File: src/rtl/scd_pkg.sv
package scd_pkg;
    localparam int ROW_W  = 9;
    localparam int COL_W  = 9;
    localparam int ADDR_W = ROW_W + COL_W;
    localparam int DQ_W   = 4;
    localparam int PIN_W  = (ROW_W > COL_W) ? ROW_W : COL_W;

    typedef enum logic [2:0] {
        ST_CLOSED, ST_RCD, ST_SETUP, ST_ACT, ST_CPRE, ST_OPEN
    } seq_state_t;

    typedef struct packed {
        logic             ras_n;
        logic             cs_n;
        logic             we_n;
        logic             oe_n;
        logic [PIN_W-1:0] addr;
    } pins_t;

    typedef struct packed {
        logic              wr;
        logic [ADDR_W-1:0] addr;
        logic [DQ_W-1:0]   wdata;
    } req_t;

    function automatic logic [PIN_W-1:0] row_of(input logic [ADDR_W-1:0] a);
        return PIN_W'(a[ADDR_W-1:COL_W]);
    endfunction

    function automatic logic [PIN_W-1:0] col_of(input logic [ADDR_W-1:0] a);
        return PIN_W'(a[COL_W-1:0]);
    endfunction
endpackage

File: src/rtl/scd_phase_timer.sv
module scd_phase_timer #(
    parameter int W = 4
) (
    input  logic         clk,
    input  logic         rst,
    input  logic         load,
    input  logic [W-1:0] load_val,
    output logic         done
);
    logic [W-1:0] cnt_q;

    always_ff @(posedge clk) begin
        if (rst)
            cnt_q <= '0;
        else if (load)
            cnt_q <= load_val;
        else if (cnt_q != '0)
            cnt_q <= cnt_q - 1'b1;
    end

    assign done = (cnt_q == '0);
endmodule

File: src/rtl/scd_row_age.sv
module scd_row_age #(
    parameter int LIMIT = 64,
    parameter int SPAN  = 8
) (
    input  logic clk,
    input  logic rst,
    input  logic row_open,
    output logic must_close
);
    localparam int W = $clog2(LIMIT + 1) + 1;

    logic [W-1:0] age_q;

    // age = number of completed cycles with the row strobe low
    always_ff @(posedge clk) begin
        if (rst || !row_open)
            age_q <= '0;
        else if (int'(age_q) < LIMIT)
            age_q <= age_q + 1'b1;
    end

    // one more worst-case operation would reach the limit
    assign must_close = (int'(age_q) + SPAN >= LIMIT);
endmodule

File: src/rtl/scd_seq.sv
module scd_seq
    import scd_pkg::*;
#(
    parameter int T_RCD     = 3,
    parameter int T_ACT     = 3,
    parameter int T_CP      = 2,
    parameter int T_RP      = 4,
    parameter int T_RAS_MAX = 64
) (
    input  logic              clk,
    input  logic              rst,
    input  logic              req_valid,
    output logic              req_ready,
    input  logic              req_write,
    input  logic [ADDR_W-1:0] req_addr,
    input  logic [DQ_W-1:0]   req_wdata,
    output logic              rsp_valid,
    output logic [DQ_W-1:0]   rsp_rdata,
    output logic              dram_ras_n,
    output logic              dram_cs_n,
    output logic              dram_we_n,
    output logic              dram_oe_n,
    output logic [PIN_W-1:0]  dram_addr,
    output logic [DQ_W-1:0]   dram_dq_out,
    output logic              dram_dq_oe,
    input  logic [DQ_W-1:0]   dram_dq_in
);
    // worst-case ras-low cycles spent by one operation started from ST_OPEN
    localparam int SPAN = T_ACT + T_CP + 3;
    localparam int TMAX01 = (T_RCD > T_ACT) ? T_RCD : T_ACT;
    localparam int TMAX23 = (T_CP > T_RP) ? T_CP : T_RP;
    localparam int TMAX   = (TMAX01 > TMAX23) ? TMAX01 : TMAX23;
    localparam int TW     = $clog2(TMAX + 1);

    seq_state_t      state_q, state_d;
    pins_t           pins_q, pins_d;
    req_t            cur_q, cur_d;
    logic [PIN_W-1:0] row_q, row_d;
    logic [DQ_W-1:0] dqo_q, dqo_d, rspd_q, rspd_d;
    logic            dqoe_q, dqoe_d, rspv_q, rspv_d;
    logic            t_load, t_done, age_close, row_hit, accept;
    logic [TW-1:0]   t_val;

    scd_phase_timer #(.W(TW)) u_timer (
        .clk      (clk),
        .rst      (rst),
        .load     (t_load),
        .load_val (t_val),
        .done     (t_done)
    );

    scd_row_age #(.LIMIT(T_RAS_MAX), .SPAN(SPAN)) u_age (
        .clk        (clk),
        .rst        (rst),
        .row_open   (!pins_q.ras_n),
        .must_close (age_close)
    );

    assign row_hit = (row_of(req_addr) == row_q);

    always_comb begin
        case (state_q)
            ST_CLOSED: req_ready = t_done;
            ST_OPEN:   req_ready = !age_close && row_hit && (pins_q.cs_n || !req_write);
            default:   req_ready = 1'b0;
        endcase
    end

    assign accept = req_valid && req_ready;

    always_comb begin
        state_d = state_q;
        pins_d  = pins_q;
        cur_d   = cur_q;
        row_d   = row_q;
        dqo_d   = dqo_q;
        dqoe_d  = dqoe_q;
        rspv_d  = 1'b0;
        rspd_d  = rspd_q;
        t_load  = 1'b0;
        t_val   = '0;
        case (state_q)
            ST_CLOSED: begin
                if (accept) begin
                    cur_d        = '{wr: req_write, addr: req_addr, wdata: req_wdata};
                    row_d        = row_of(req_addr);
                    pins_d.ras_n = 1'b0;
                    pins_d.addr  = row_of(req_addr);
                    t_load       = 1'b1;
                    t_val        = TW'(T_RCD - 1);
                    state_d      = ST_RCD;
                end
            end
            ST_RCD: begin
                if (t_done) begin
                    pins_d.addr = col_of(cur_q.addr);
                    pins_d.we_n = !cur_q.wr;
                    dqoe_d      = cur_q.wr;
                    dqo_d       = cur_q.wdata;
                    state_d     = ST_SETUP;
                end
            end
            ST_SETUP: begin
                pins_d.cs_n = 1'b0;
                pins_d.oe_n = cur_q.wr;
                t_load      = 1'b1;
                t_val       = TW'(T_ACT - 1);
                state_d     = ST_ACT;
            end
            ST_ACT: begin
                if (t_done) begin
                    if (cur_q.wr) begin
                        pins_d.cs_n = 1'b1;
                        t_load      = 1'b1;
                        t_val       = TW'(T_CP - 1);
                        state_d     = ST_CPRE;
                    end else begin
                        rspv_d  = 1'b1;
                        rspd_d  = dram_dq_in;
                        state_d = ST_OPEN;
                    end
                end
            end
            ST_CPRE: begin
                if (t_done) begin
                    pins_d.we_n = 1'b1;
                    dqoe_d      = 1'b0;
                    state_d     = ST_OPEN;
                end
            end
            ST_OPEN: begin
                if (age_close || (req_valid && !row_hit)) begin
                    pins_d.ras_n = 1'b1;
                    pins_d.cs_n  = 1'b1;
                    pins_d.oe_n  = 1'b1;
                    t_load       = 1'b1;
                    t_val        = TW'(T_RP - 1);
                    state_d      = ST_CLOSED;
                end else if (req_valid && req_write && !pins_q.cs_n) begin
                    pins_d.cs_n = 1'b1;
                    pins_d.oe_n = 1'b1;
                    t_load      = 1'b1;
                    t_val       = TW'(T_CP - 1);
                    state_d     = ST_CPRE;
                end else if (accept) begin
                    cur_d       = '{wr: req_write, addr: req_addr, wdata: req_wdata};
                    pins_d.addr = col_of(req_addr);
                    if (req_write) begin
                        pins_d.we_n = 1'b0;
                        dqoe_d      = 1'b1;
                        dqo_d       = req_wdata;
                        state_d     = ST_SETUP;
                    end else if (!pins_q.cs_n) begin
                        t_load  = 1'b1;
                        t_val   = TW'(T_ACT - 1);
                        state_d = ST_ACT;
                    end else begin
                        state_d = ST_SETUP;
                    end
                end
            end
            default: state_d = ST_CLOSED;
        endcase
    end

    always_ff @(posedge clk) begin
        if (rst) begin
            state_q <= ST_CLOSED;
            pins_q  <= '{ras_n: 1'b1, cs_n: 1'b1, we_n: 1'b1, oe_n: 1'b1, addr: '0};
            cur_q   <= '0;
            row_q   <= '0;
            dqo_q   <= '0;
            dqoe_q  <= 1'b0;
            rspv_q  <= 1'b0;
            rspd_q  <= '0;
        end else begin
            state_q <= state_d;
            pins_q  <= pins_d;
            cur_q   <= cur_d;
            row_q   <= row_d;
            dqo_q   <= dqo_d;
            dqoe_q  <= dqoe_d;
            rspv_q  <= rspv_d;
            rspd_q  <= rspd_d;
        end
    end

    assign dram_ras_n  = pins_q.ras_n;
    assign dram_cs_n   = pins_q.cs_n;
    assign dram_we_n   = pins_q.we_n;
    assign dram_oe_n   = pins_q.oe_n;
    assign dram_addr   = pins_q.addr;
    assign dram_dq_out = dqo_q;
    assign dram_dq_oe  = dqoe_q;
    assign rsp_valid   = rspv_q;
    assign rsp_rdata   = rspd_q;
endmodule

File: config.mk
export PLATFORM = sky130hd
export DESIGN_NAME = scd_seq
export DESIGN_NICKNAME = d
export VERILOG_FILES = /design/src/rtl/scd_pkg.sv /design/src/rtl/scd_phase_timer.sv /design/src/rtl/scd_row_age.sv /design/src/rtl/scd_seq.sv
export SDC_FILE = /design/constraint.sdc
export NUM_CORES = 1
export LEC_CHECK = 0
export CORE_ASPECT_RATIO = 0.5
export CORE_MARGIN = 3
export CORE_UTILIZATION = 37
export DETAILED_ROUTE_END_ITERATION = 6
export DONT_BUFFER_PORTS = 1
export HOLD_SLACK_MARGIN = 0.15
export PLACE_DENSITY = 0.49
export RECOVER_POWER = 100
export SLEW_MARGIN = 20
export SYNTH_ARGS = -nofsm -noshare
export SYNTH_HDL_FRONTEND = slang
export SYNTH_SLANG_ARGS = --single-unit
File: constraint.sdc
create_clock -name clk -period 2.2 [get_ports clk]
set_input_delay 0.11 -clock clk [delete_from_list [all_inputs] [get_ports clk]]
set_output_delay 0.11 -clock clk [all_outputs]
set_load 0.05 [all_outputs]
==> flow_metrics.py, run 1 <==
metrics = {
    "global_routing": {
        "grt_overflow_total": 0,
        "first_global_vias": 2543,
        "grt_start_max_net_pins": 40,
        "antenna_found_initial": 0,
        "grt_usage": 0.177,
        "grt_pass1_wl_mm": 13.1,
    },
    "setup_path": {
        "r2r_start": "row_q[7]",
        "path_class": "reg2out",
        "crit_fanout": 5,
        "reg2reg_depth": 7,
        "worstPathRequired_ns": 2.09,
        "crit_path_max_incr_delay_ns": 0.55,
        "cp_cell_sequence": "a311oi_4, nand3_2, or4_4, buf_4, nand2_2, buf_12",
        "critPathLaunchType": "flip-flop",
        "cp-end-kind": "primary output",
        "cp_slowest_cell": "or4_4",
        "setup.worst_path.start": "u_age.age_q[4]",
        "critPathArrivalTime_ns": 2.06,
    },
    "timing": {
        "timing.final.crit_share": 0.986,
        "setup_violations": 0,
        "report.final.slew_viol_count": 0,
        "min_period_ns": 2.17,
        "skew_ns": 0.00724,
        "rsz0062_at_grt": "yes",
        "worst_pin_slew_ns": 0.778,
        "finalHoldViolCount": 0,
        "slew_headroom": 0.480,
        "max_clock_freq_mhz": 461,
        "hold_ws_ns": 0.144,
    },
    "logic_synthesis": {
        "synth_top_area_frac": 0.392,
        "ys_top_cells_by_area": "dfxtp_1, mux2i_1, nand2_1",
        "yosysSeqAreaShare": 0.392,
        "yosys.cell_types.count": 50,
        "synth_edf_count": 0,
        "synth_nets": 391,
        "ys_warn_count": 0,
        "synthFlopType": "dfxtp_1",
        "syn_area_mm2": 0.00307,
        "yosys.area.top_type": "dfxtp_1",
        "synth_top_cells_by_count": "nand2_1, dfxtp_1, mux2i_1",
        "netlist_instances": 358,
        "yosysMostFrequentCell": "nand2_1",
        "synth.avg_cell_area_um2": 8.57,
        "ys_ff_latch": 60,
        "async_flop_share": 0,
    },
    "outcome": {
        "outcome": "finished, final reports clean",
    },
    "routing": {
        "wl_per_cell_um": 15.7,
        "first_pass_iters": 4,
        "vias": 2642,
        "drt_iter0_drc": 340,
        "drc": 0,
        "finalWirelength_mm": 7.92,
        "ant_nets": 0,
        "viasPerCell": 5.24,
    },
    "die": {
        "die_w_um": 135,
        "placementRows": 22,
        "io_pins": 54,
        "start_util": 0.399,
        "coreArea_mm2": 0.00768,
        "die-area_mm2": 0.00949,
        "die_h_um": 70.4,
    },
    "flow_run": {
        "cap_violations": 0,
    },
    "cts": {
        "htree_levels": 3,
        "cts_made_buffers": 9,
        "clockBufferDepth": 2,
        "clk_latency_ns": 0.33,
        "cts_tree": "done",
        "cts.reportedPaths.clkPinSlew_ns": 0.05,
        "clkSinkCount": 60,
        "root_buffer": "clkbuf_16",
    },
    "layout": {
        "drive_above_1_share": 0.111,
        "nets": 426,
        "diodes": 0,
        "final_cell_count_no_fill": 504,
        "area_delta_synth_final_pct": 25.3,
        "postLayoutCellArea_mm2": 0.00384,
    },
    "min_path": {
        "hp-class": "in2reg",
        "min_from": "req_addr[6]",
        "holdPathStages": 4,
    },
    "placed_design": {
        "port_buffers": 0,
        "place_hpwl_mm": 5.58,
        "dp_cells": 460,
        "place.gp.congestion": 0.897,
        "dpl-instance-area_mm2": 0.00328,
    },
    "power_and_ir_drop": {
        "leakage_nw": 1.38,
        "power_density_mw_per_mm2": 1300,
        "ir_drop_mv": 0.546,
    },
}
[placed cells by master (no fill, tap or decap), types with 2 or more instances in the layout]
master | Yosys | final
mux2i_1 | 49 | 49
inv_1 | 8 | 8
nor4_1 | 2 | 2
o21ai_0 | 14 | 14
a41oi_1 | 2 | 2
dfxtp_1 | 60 | 57
dfxtp_2 | 0 | 3
ha_1 | 3 | 2
buf_12 | 1 | 4
nor3_1 | 3 | 3
xnor2_1 | 11 | 11
nand3_2 | 1 | 2
clkbuf_1 | 17 | 4
nor2_1 | 26 | 26
a31oi_1 | 5 | 5
o211ai_1 | 9 | 9
a211oi_1 | 2 | 2
clkbuf_16 | 0 | 9
o2111ai_1 | 4 | 4
a221o_1 | 2 | 2
nand4_1 | 5 | 5
a22oi_1 | 2 | 2
buf_4 | 0 | 12
dlygate4sd3_1 | 0 | 29
o31ai_1 | 6 | 6
a221oi_1 | 3 | 3
or3_1 | 2 | 2
nand2_2 | 0 | 2
xor2_1 | 4 | 4
nand2_1 | 79 | 77
a21oi_1 | 8 | 8
[worst paths after layout]
path | endpoint | slack [ns]
setup reg to reg | u_timer.cnt_q[2] | 0.21
setup / recovery | req_ready | 0.03
hold / removal | dram_addr[6] | 0.14
hold reg to reg | cur_q[11] | 0.46
[area by class of cell]
cell class / instances / area (um^2)
well taps: 108 / 135
inverters: 10 / 37.5
clock inverters: 2 / 12.5
multi-input cells: 264 / 1740
fillers: 724 / 3830
flip-flops and latches: 60 / 1200
repair buffers: 48 / 473
clock buffers: 12 / 246
[per-stage QoR]
| step | utilization | power, mW | setup WS, ns | TNS (ns) |
|---|---|---|---|---|
| after global placement | 0.427 | 3.69 | 0.233 | 0 |
| after global routing | 0.501 | 5.28 | -0.0207 | -0.0207 |
| after CTS | 0.499 | 5.02 | 0.00234 | 0 |
| final | 0.501 | 4.99 | 0.0314 | 0 |
| after detailed placement | 0.427 | 3.70 | 0.190 | 0 |
| after floorplan | - | 3.18 | 0.00380 | 0 |
[logic make-up after synthesis]
group                    synth area share
XOR/XNOR                           0.0428
adder cells (fa/ha/maj)            0.0122
multiplexers                        0.160
flip-flops                          0.392
AO/OA/AOI/OAI                       0.159
AND/OR/NAND/NOR                     0.186
buffers and inverters              0.0485
[repair_timing]
action | in CTS | in global routing
pin swaps | 2 | 2
endpoints found under the hold margin | 59 | 0
endpoints found under the setup margin | 1 | 5
resized for setup | 2 | 6
hold buffers | 29 | 0
buffers inserted | 0 | 1
[routing by layer]
metal  track usage  part of all wire  up-vias
met5             0                 0        -
met4        0.0598             0.016        0
met3        0.0647             0.061       17
met2         0.274              0.44       70
met1         0.228              0.48     1209
li1              -                 -     1346
[sequential cells by signal, summed over array words and instances, names as in the netlist]
register	count
cur_q	14
dram_addr	9
row_q	9
u_age.age_q	8
dram_dq_out	4
rsp_rdata	4
state_q	3
u_timer.cnt_q	3
dram_cs_n	1
dram_dq_oe	1
dram_oe_n	1
dram_ras_n	1
dram_we_n	1
rsp_valid	1
[worst max-delay path, delay by kind of cell (launching register included)]
kind / cells / cell delay [ns]
and+or+nand+nor: 3 / 0.75
DFF: 1 / 0.34
AOI/OAI and AO/OA: 1 / 0.32
buffers and inverters: 2 / 0.32
[power by group]
part,internal [mW],switching [mW]
Combinational,0.830,1.10
Clock,0.776,0.463
Sequential,1.33,0.489
Power figures use the tool's default switching activity.
==> run 2: changes to the inputs <==
Settings changed: BUFFER_PORTS_ARGS set to -buffer_cell sky130_fd_sc_hd__buf_2, DONT_BUFFER_PORTS 1 to not set, PLACE_DENSITY 0.49 to 0.55, SYNTH_HIERARCHICAL set to 1.
==> run 2 against run 1 <==
  * Global-route usage grew 1.2 points
  * Critical path depth grew 3
  * Flip-flop and latch count is the same
  * Area after synthesis is essentially flat
  * First-iteration DRC count shrank 72%
  * Routed wire length grew 8.2%
  * Via count grew 13%
  * Combinational power grew 12%
  * Core utilization grew 7.2 points
  * Highest routed layer unchanged
==> flow_metrics.py, run 2 <==
metrics = {
    "timing": {
        "min_period_ns": 2.19,
        "finalHoldViolCount": 0,
        "skew_ns": 0.00628,
        "slew_headroom": 0.573,
        "worst_pin_slew_ns": 0.643,
        "timing.final.crit_share": 0.996,
        "rsz0062_at_grt": "yes",
        "report.final.slew_viol_count": 0,
        "max_clock_freq_mhz": 456,
        "setup_violations": 0,
    },
    "global_routing": {
        "grt_start_max_net_pins": 41,
        "grt_overflow_total": 0,
        "antenna_found_initial": 0,
        "grt_pass1_wl_mm": 14.3,
        "first_global_vias": 3017,
        "grt_usage": 0.189,
    },
    "logic_synthesis": {
        "yosys.area.top_type": "dfxtp_1",
        "synth_top_family_by_area": "simple AND/OR/NAND/NOR gates",
        "synth.area.mux_share": 0.118,
        "synth_nets": 400,
        "synth_top_cells_by_count": "dfxtp_1, nand2_1, nor2_1",
        "syn_area_mm2": 0.00307,
        "synth_top_area_frac": 0.392,
        "synthAdderAreaFrac": 0.0163,
        "ys_warn_count": 6,
        "yosysMostFrequentCell": "dfxtp_1",
        "synth.avg_cell_area_um2": 8.38,
        "ys_top_cells_by_area": "dfxtp_1, mux2i_1, nand2_1",
        "synthFlopType": "dfxtp_1",
        "synthXorXnorAreaFrac": 0.0314,
        "async_flop_share": 0,
        "netlist_instances": 366,
        "yosys.cell_types.count": 62,
        "ys_ff_latch": 60,
        "synth_compound_gate_area_share": 0.176,
        "synth_edf_count": 0,
        "yosysSeqAreaShare": 0.392,
        "synth-simple-area-share": 0.226,
    },
    "layout": {
        "postLayoutCoreUtil": 0.572,
        "diodes": 0,
        "nets": 511,
        "top_register": "cur_q",
        "drive_above_1_share": 0.257,
        "area_delta_synth_final_pct": 43.3,
        "largest_reg_flops": 14,
        "layout_common_cells": "nand2_1, dfxtp_1, nor2_1",
        "postLayoutCellArea_mm2": 0.00439,
    },
    "routing": {
        "finalWirelength_mm": 8.56,
        "ant_nets": 0,
        "vias": 2987,
        "drt_iter0_drc": 95,
        "drc": 0,
        "viasPerCell": 5.06,
        "wl_per_cell_um": 14.5,
        "first_pass_iters": 4,
    },
    "cts": {
        "root_buffer": "clkbuf_16",
        "htree_levels": 3,
        "cts_made_buffers": 9,
        "cts_tree": "done",
        "clkSinkCount": 60,
        "clockBufferDepth": 2,
        "cts.reportedPaths.clkPinSlew_ns": 0.05,
        "clk_latency_ns": 0.32,
    },
    "power_and_ir_drop": {
        "power_density_mw_per_mm2": 1180,
        "leakage_nw": 1.76,
        "ir_drop_mv": 0.551,
    },
    "placed_design": {
        "dpl-instance-area_mm2": 0.00362,
        "place_hpwl_mm": 5.98,
        "place.gp.congestion": 0.880,
        "port_buffers": 53,
    },
    "die": {
        "placementRows": 22,
        "start_util": 0.399,
        "coreArea_mm2": 0.00768,
        "die_w_um": 135,
        "io_pins": 54,
        "die_h_um": 70.4,
        "die-area_mm2": 0.00948,
    },
    "setup_path": {
        "crit_buf_inv": 1,
        "critPathArrivalTime_ns": 2.39,
        "cp_slowest_cell": "or3_4",
        "path_class": "reg2reg",
        "cp-end-kind": "flip-flop",
        "cp_cell_sequence": "xnor2_1, nand3_1, or3_4, a21oi_4, o21ai_2, a311o_1, buf_4, nor4b_4, a2111oi_2",
        "worstPathRequired_ns": 2.40,
        "critPathLaunchType": "flip-flop",
        "crit_path_max_incr_delay_ns": 0.43,
        "crit_fanout": 4,
        "cp_top_family": "simple AND/OR/NAND/NOR gates",
    },
    "flow_run": {
        "cap_violations": 0,
    },
    "outcome": {
        "outcome": "finished, final reports clean",
    },
    "min_path": {
        "hp-class": "in2reg",
    },
}
run 2: changes by cell type after synthesis, moves of 5 or more:
cell	change
o211ai_1	-8
nand3_1	+5
a21oi_1	+13
mux2i_1	-14
nor2b_1	+9
nand2b_1	+5
nor2_1	+13
o21ai_0	+9
o31ai_1	-5
nand2_1	-24
run 2: per-layer routing:
metal	GRT usage	wire (um)	up-vias
li1	-	-	1501
met1	0.220	3820	1399
met2	0.321	4210	71
met3	0.0662	387	16
met4	0.0688	155	0
met5	0	0	-
run 2: kinds of logic after synthesis:
| group | Yosys count |
|---|---|
| buffers and inverters | 30 |
| DFF | 60 |
| AOI/OAI and AO/OA | 80 |
| xor gates and xnor gates | 11 |
| and+or+nand+nor | 144 |
| adders and majority gates | 4 |
| other | 1 |
| muxes | 36 |
run 2: cell type report:
class                      instances  area, um^2
clock buffer                      13         260
clock inverter                     3        68.8
fill                             697        3290
inverter                          11        41.3
multi-input combinational        276        1880
sequential                        60        1210
tap                              108         135
timing repair buffer             119         803
run 2: report_power, final:
part / internal (mW) / total [mW] / switching [mW]
clock network: 1.06 / 1.54 / 0.481
logic: 0.871 / 2.17 / 1.30
registers: 1.30 / 1.47 / 0.162
total: 3.23 / 5.17 / 1.94
run 2: final timing paths:
path                            slack [ns]          endpoint          from  depth (start not counted)
worst max-delay path                 0.009  u_timer/cnt_q[1]      row_q[8]                          9
worst min-delay path                  0.18      dram_addr[1]  req_addr[10]                          5
worst max register to register       0.009  u_timer/cnt_q[1]      row_q[8]                          9
worst min register to register        0.45          cur_q[2]      cur_q[2]                          2
run 2: worst reg2reg max path: cells and delay by family (launching register included):
kind            cells  cell delay [ns]
buf+inv             1             0.16
simple gates        3             0.78
compound gates      4             0.65
xor+xnor            1             0.16
flops               1             0.31
run 2: per-stage QoR:
stage / setup TNS, ns / hold slack, ns / power, mW / setup slack (ns) / std cells
floorplan: -0.00243 / 0.178 / 2.88 / -0.00243 / 366
global placement: 0 / 0.345 / 3.37 / 0.0102 / 536
detailed placement: -0.288 / 0.359 / 3.43 / -0.168 / 536
CTS: -0.238 / 0.101 / 5.13 / -0.105 / 589
global route: -0.385 / 0.203 / 5.47 / -0.144 / 590
finish: 0 / 0.179 / 5.17 / 0.00907 / 590
run 2: what timing repair did:
action,4_1_cts,5_1_grt
endpoints found under the setup margin,3,27
pin swaps,8,7
endpoints found under the hold margin,29,1
gates resized for setup,12,17
hold buffers,26,1
buffers inserted,11,0
==> run 3: changes to the inputs <==
Settings changed: CELL_PAD_IN_SITES_DETAIL_PLACEMENT set to 1, CELL_PAD_IN_SITES_GLOBAL_PLACEMENT set to 1, PLACE_DENSITY 0.55 to 0.68.
Clock period 2.2 ns to 2.1 ns, I/O delays scaled along.
==> run 3 against run 2 <==
  * Hold slack improved by 0.0038 ns
  * Design area increased by 5.6%
  * The run now ends with setup timing left
  * Via count increased by 11%
  * Global-route usage increased by 5.4 points
  * Setup slack got worse by 0.42 ns
  * Die area unchanged
  * Clock skew increased by 0.0026 ns
  * Maximum frequency decreased by 13%
  * Core utilization increased by 3.2 points
  * Routed wire length increased by 44%
  * First-iteration DRC count increased by 93%
==> flow_metrics.py, run 3 (synthesis gave the netlist of run 2 again) <==
metrics = {
    "min_path": {
        "hp-class": "in2reg",
    },
    "global_routing": {
        "grt_usage": 0.243,
        "first_global_vias": 3517,
        "grt_overflow_total": 0,
        "grt_pass1_wl_mm": 18.1,
        "grt_start_max_net_pins": 28,
        "antenna_found_initial": 0,
    },
    "setup_path": {
        "cp_slowest_cell": "nor4b_2",
        "worstPathRequired_ns": 2.29,
        "crit_fanout": 6,
        "critPathLaunchType": "flip-flop",
        "critPathArrivalTime_ns": 2.70,
        "cp_cell_sequence": "xnor2_2, nand4_1, or3_4, a21oi_4, o21ai_2, a311o_2, nor4b_2, a2111oi_4",
        "crit_path_max_incr_delay_ns": 0.46,
        "path_class": "reg2reg",
        "cp_top_family": "simple AND/OR/NAND/NOR gates",
        "crit_buf_inv": 0,
        "cp-end-kind": "flip-flop",
    },
    "power_and_ir_drop": {
        "ir_drop_mv": 0.605,
        "leakage_nw": 1.88,
        "power_density_mw_per_mm2": 1290,
        "p_total_mw": 6.00,
    },
    "routing": {
        "drt_iter0_drc": 183,
        "ant_nets": 0,
        "vias": 3307,
        "first_pass_iters": 4,
        "wl_per_cell_um": 20.3,
        "viasPerCell": 5.46,
        "finalWirelength_mm": 12.3,
        "drc": 0,
    },
    "outcome": {
        "violations": "setup timing",
        "outcome": "complete, but fails checks",
    },
    "die": {
        "placementRows": 22,
        "die-area_mm2": 0.00948,
        "coreArea_mm2": 0.00768,
        "io_pins": 54,
        "die_w_um": 135,
        "die_h_um": 70.4,
        "start_util": 0.399,
    },
    "timing": {
        "setup_violations": 20,
        "skew_ns": 0.00892,
        "min_period_ns": 2.51,
        "worst_pin_slew_ns": 0.659,
        "worst_slack_ns": -0.415,
        "timing.final.crit_share": 1.20,
        "slew_headroom": 0.563,
        "finalHoldViolCount": 0,
        "rsz0062_at_grt": "yes",
        "report.final.slew_viol_count": 0,
        "max_clock_freq_mhz": 398,
    },
    "layout": {
        "drive_above_1_share": 0.305,
        "top_register": "cur_q",
        "mostFrequentLayoutCell": "nand2_1",
        "final_cell_count_no_fill": 606,
        "nets": 527,
        "fillers": 896,
        "multi_input_area_mm2": 0.00196,
        "area_delta_synth_final_pct": 51.3,
        "diodes": 0,
        "largest_reg_flops": 14,
        "final-seq-area_mm2": 0.00122,
        "layout_common_cells": "nand2_1, dfxtp_1, buf_4",
        "postLayoutCoreUtil": 0.604,
    },
    "placed_design": {
        "place.gp.congestion": 0.873,
        "port_buffers": 53,
        "place_hpwl_mm": 7.25,
        "dp_slack_ns": -0.306,
        "dp_cells": 556,
    },
    "flow_run": {
        "cap_violations": 0,
    },
    "cts": {
        "cts.reportedPaths.clkPinSlew_ns": 0.05,
        "cts_made_buffers": 9,
        "clkSinkCount": 60,
        "root_buffer": "clkbuf_16",
        "clk_latency_ns": 0.34,
        "htree_levels": 3,
        "cts_tree": "done",
        "clockBufferDepth": 2,
    },
}
-- run 3: changes by cell type in the layout (fill, tap and decap cells not counted), moves of 3 or more --
cell           previous run  this run
dfxtp_2                   6         9
buf_6                     2         6
dlygate4sd3_1            27        24
buf_4                    36        47
dfxtp_1                  54        50
-- run 3: layer usage --
layer	part of all wire	wire length (um)	global-route usage
met5	0	0	0
met3	0.049	609	0.0626
met1	0.41	5030	0.276
met4	0.041	506	0.0847
met2	0.50	6170	0.442
-- run 3: path summary, 6_finish.rpt --
check / cells after the start / from / to / slack, ns
max: 8 / row_q[4] / u_timer/cnt_q[1] / -0.41
min: 4 / req_addr[14] / row_q[5] / 0.18
max reg2reg: 8 / row_q[4] / u_timer/cnt_q[1] / -0.41
min reg2reg: 2 / cur_q[2] / cur_q[2] / 0.45
-- run 3: final cells by class --
cell class	count	area share
Clock buffer	13	0.0561
Clock inverter	3	0.0148
Inverter	11	0.00890
Multi-Input combinational cell	276	0.422
Sequential cell	60	0.262
Tap cell	108	0.0291
Timing Repair Buffer	135	0.207
-- run 3: repair_timing --
item                                    4_1_cts  5_1_grt
endpoints found under the hold margin        29        0
buffers inserted                              5        6
endpoints found under the setup margin       22       39
gates resized for setup                      25       29
hold buffers                                 24        0
cloned                                        0        1
pin swaps                                    12       18
-- run 3: power by group --
group / switching (mW) / total, mW / internal (mW)
Sequential: 0.177 / 1.55 / 1.37
Combinational: 1.68 / 2.81 / 1.14
Clock: 0.535 / 1.64 / 1.11
Total: 2.39 / 6.00 / 3.61
-- run 3: worst min-delay path: stages --
cell	delay, ns
buf_2	0.12
buf_4	0.11
mux2i_1	0.06
nor2_1	0.08
-- run 3: through the flow --
step / setup TNS (ns) / hold slack [ns] / cell area [um^2]
after floorplan: -0.186 / 0.173 / 3100
after global placement: -0.213 / 0.338 / 3780
after detailed placement: -1.15 / 0.352 / 3780
after CTS: -1.88 / 0.172 / 4500
after global routing: -6.14 / 0.207 / 4640
final: -3.32 / 0.183 / 4640
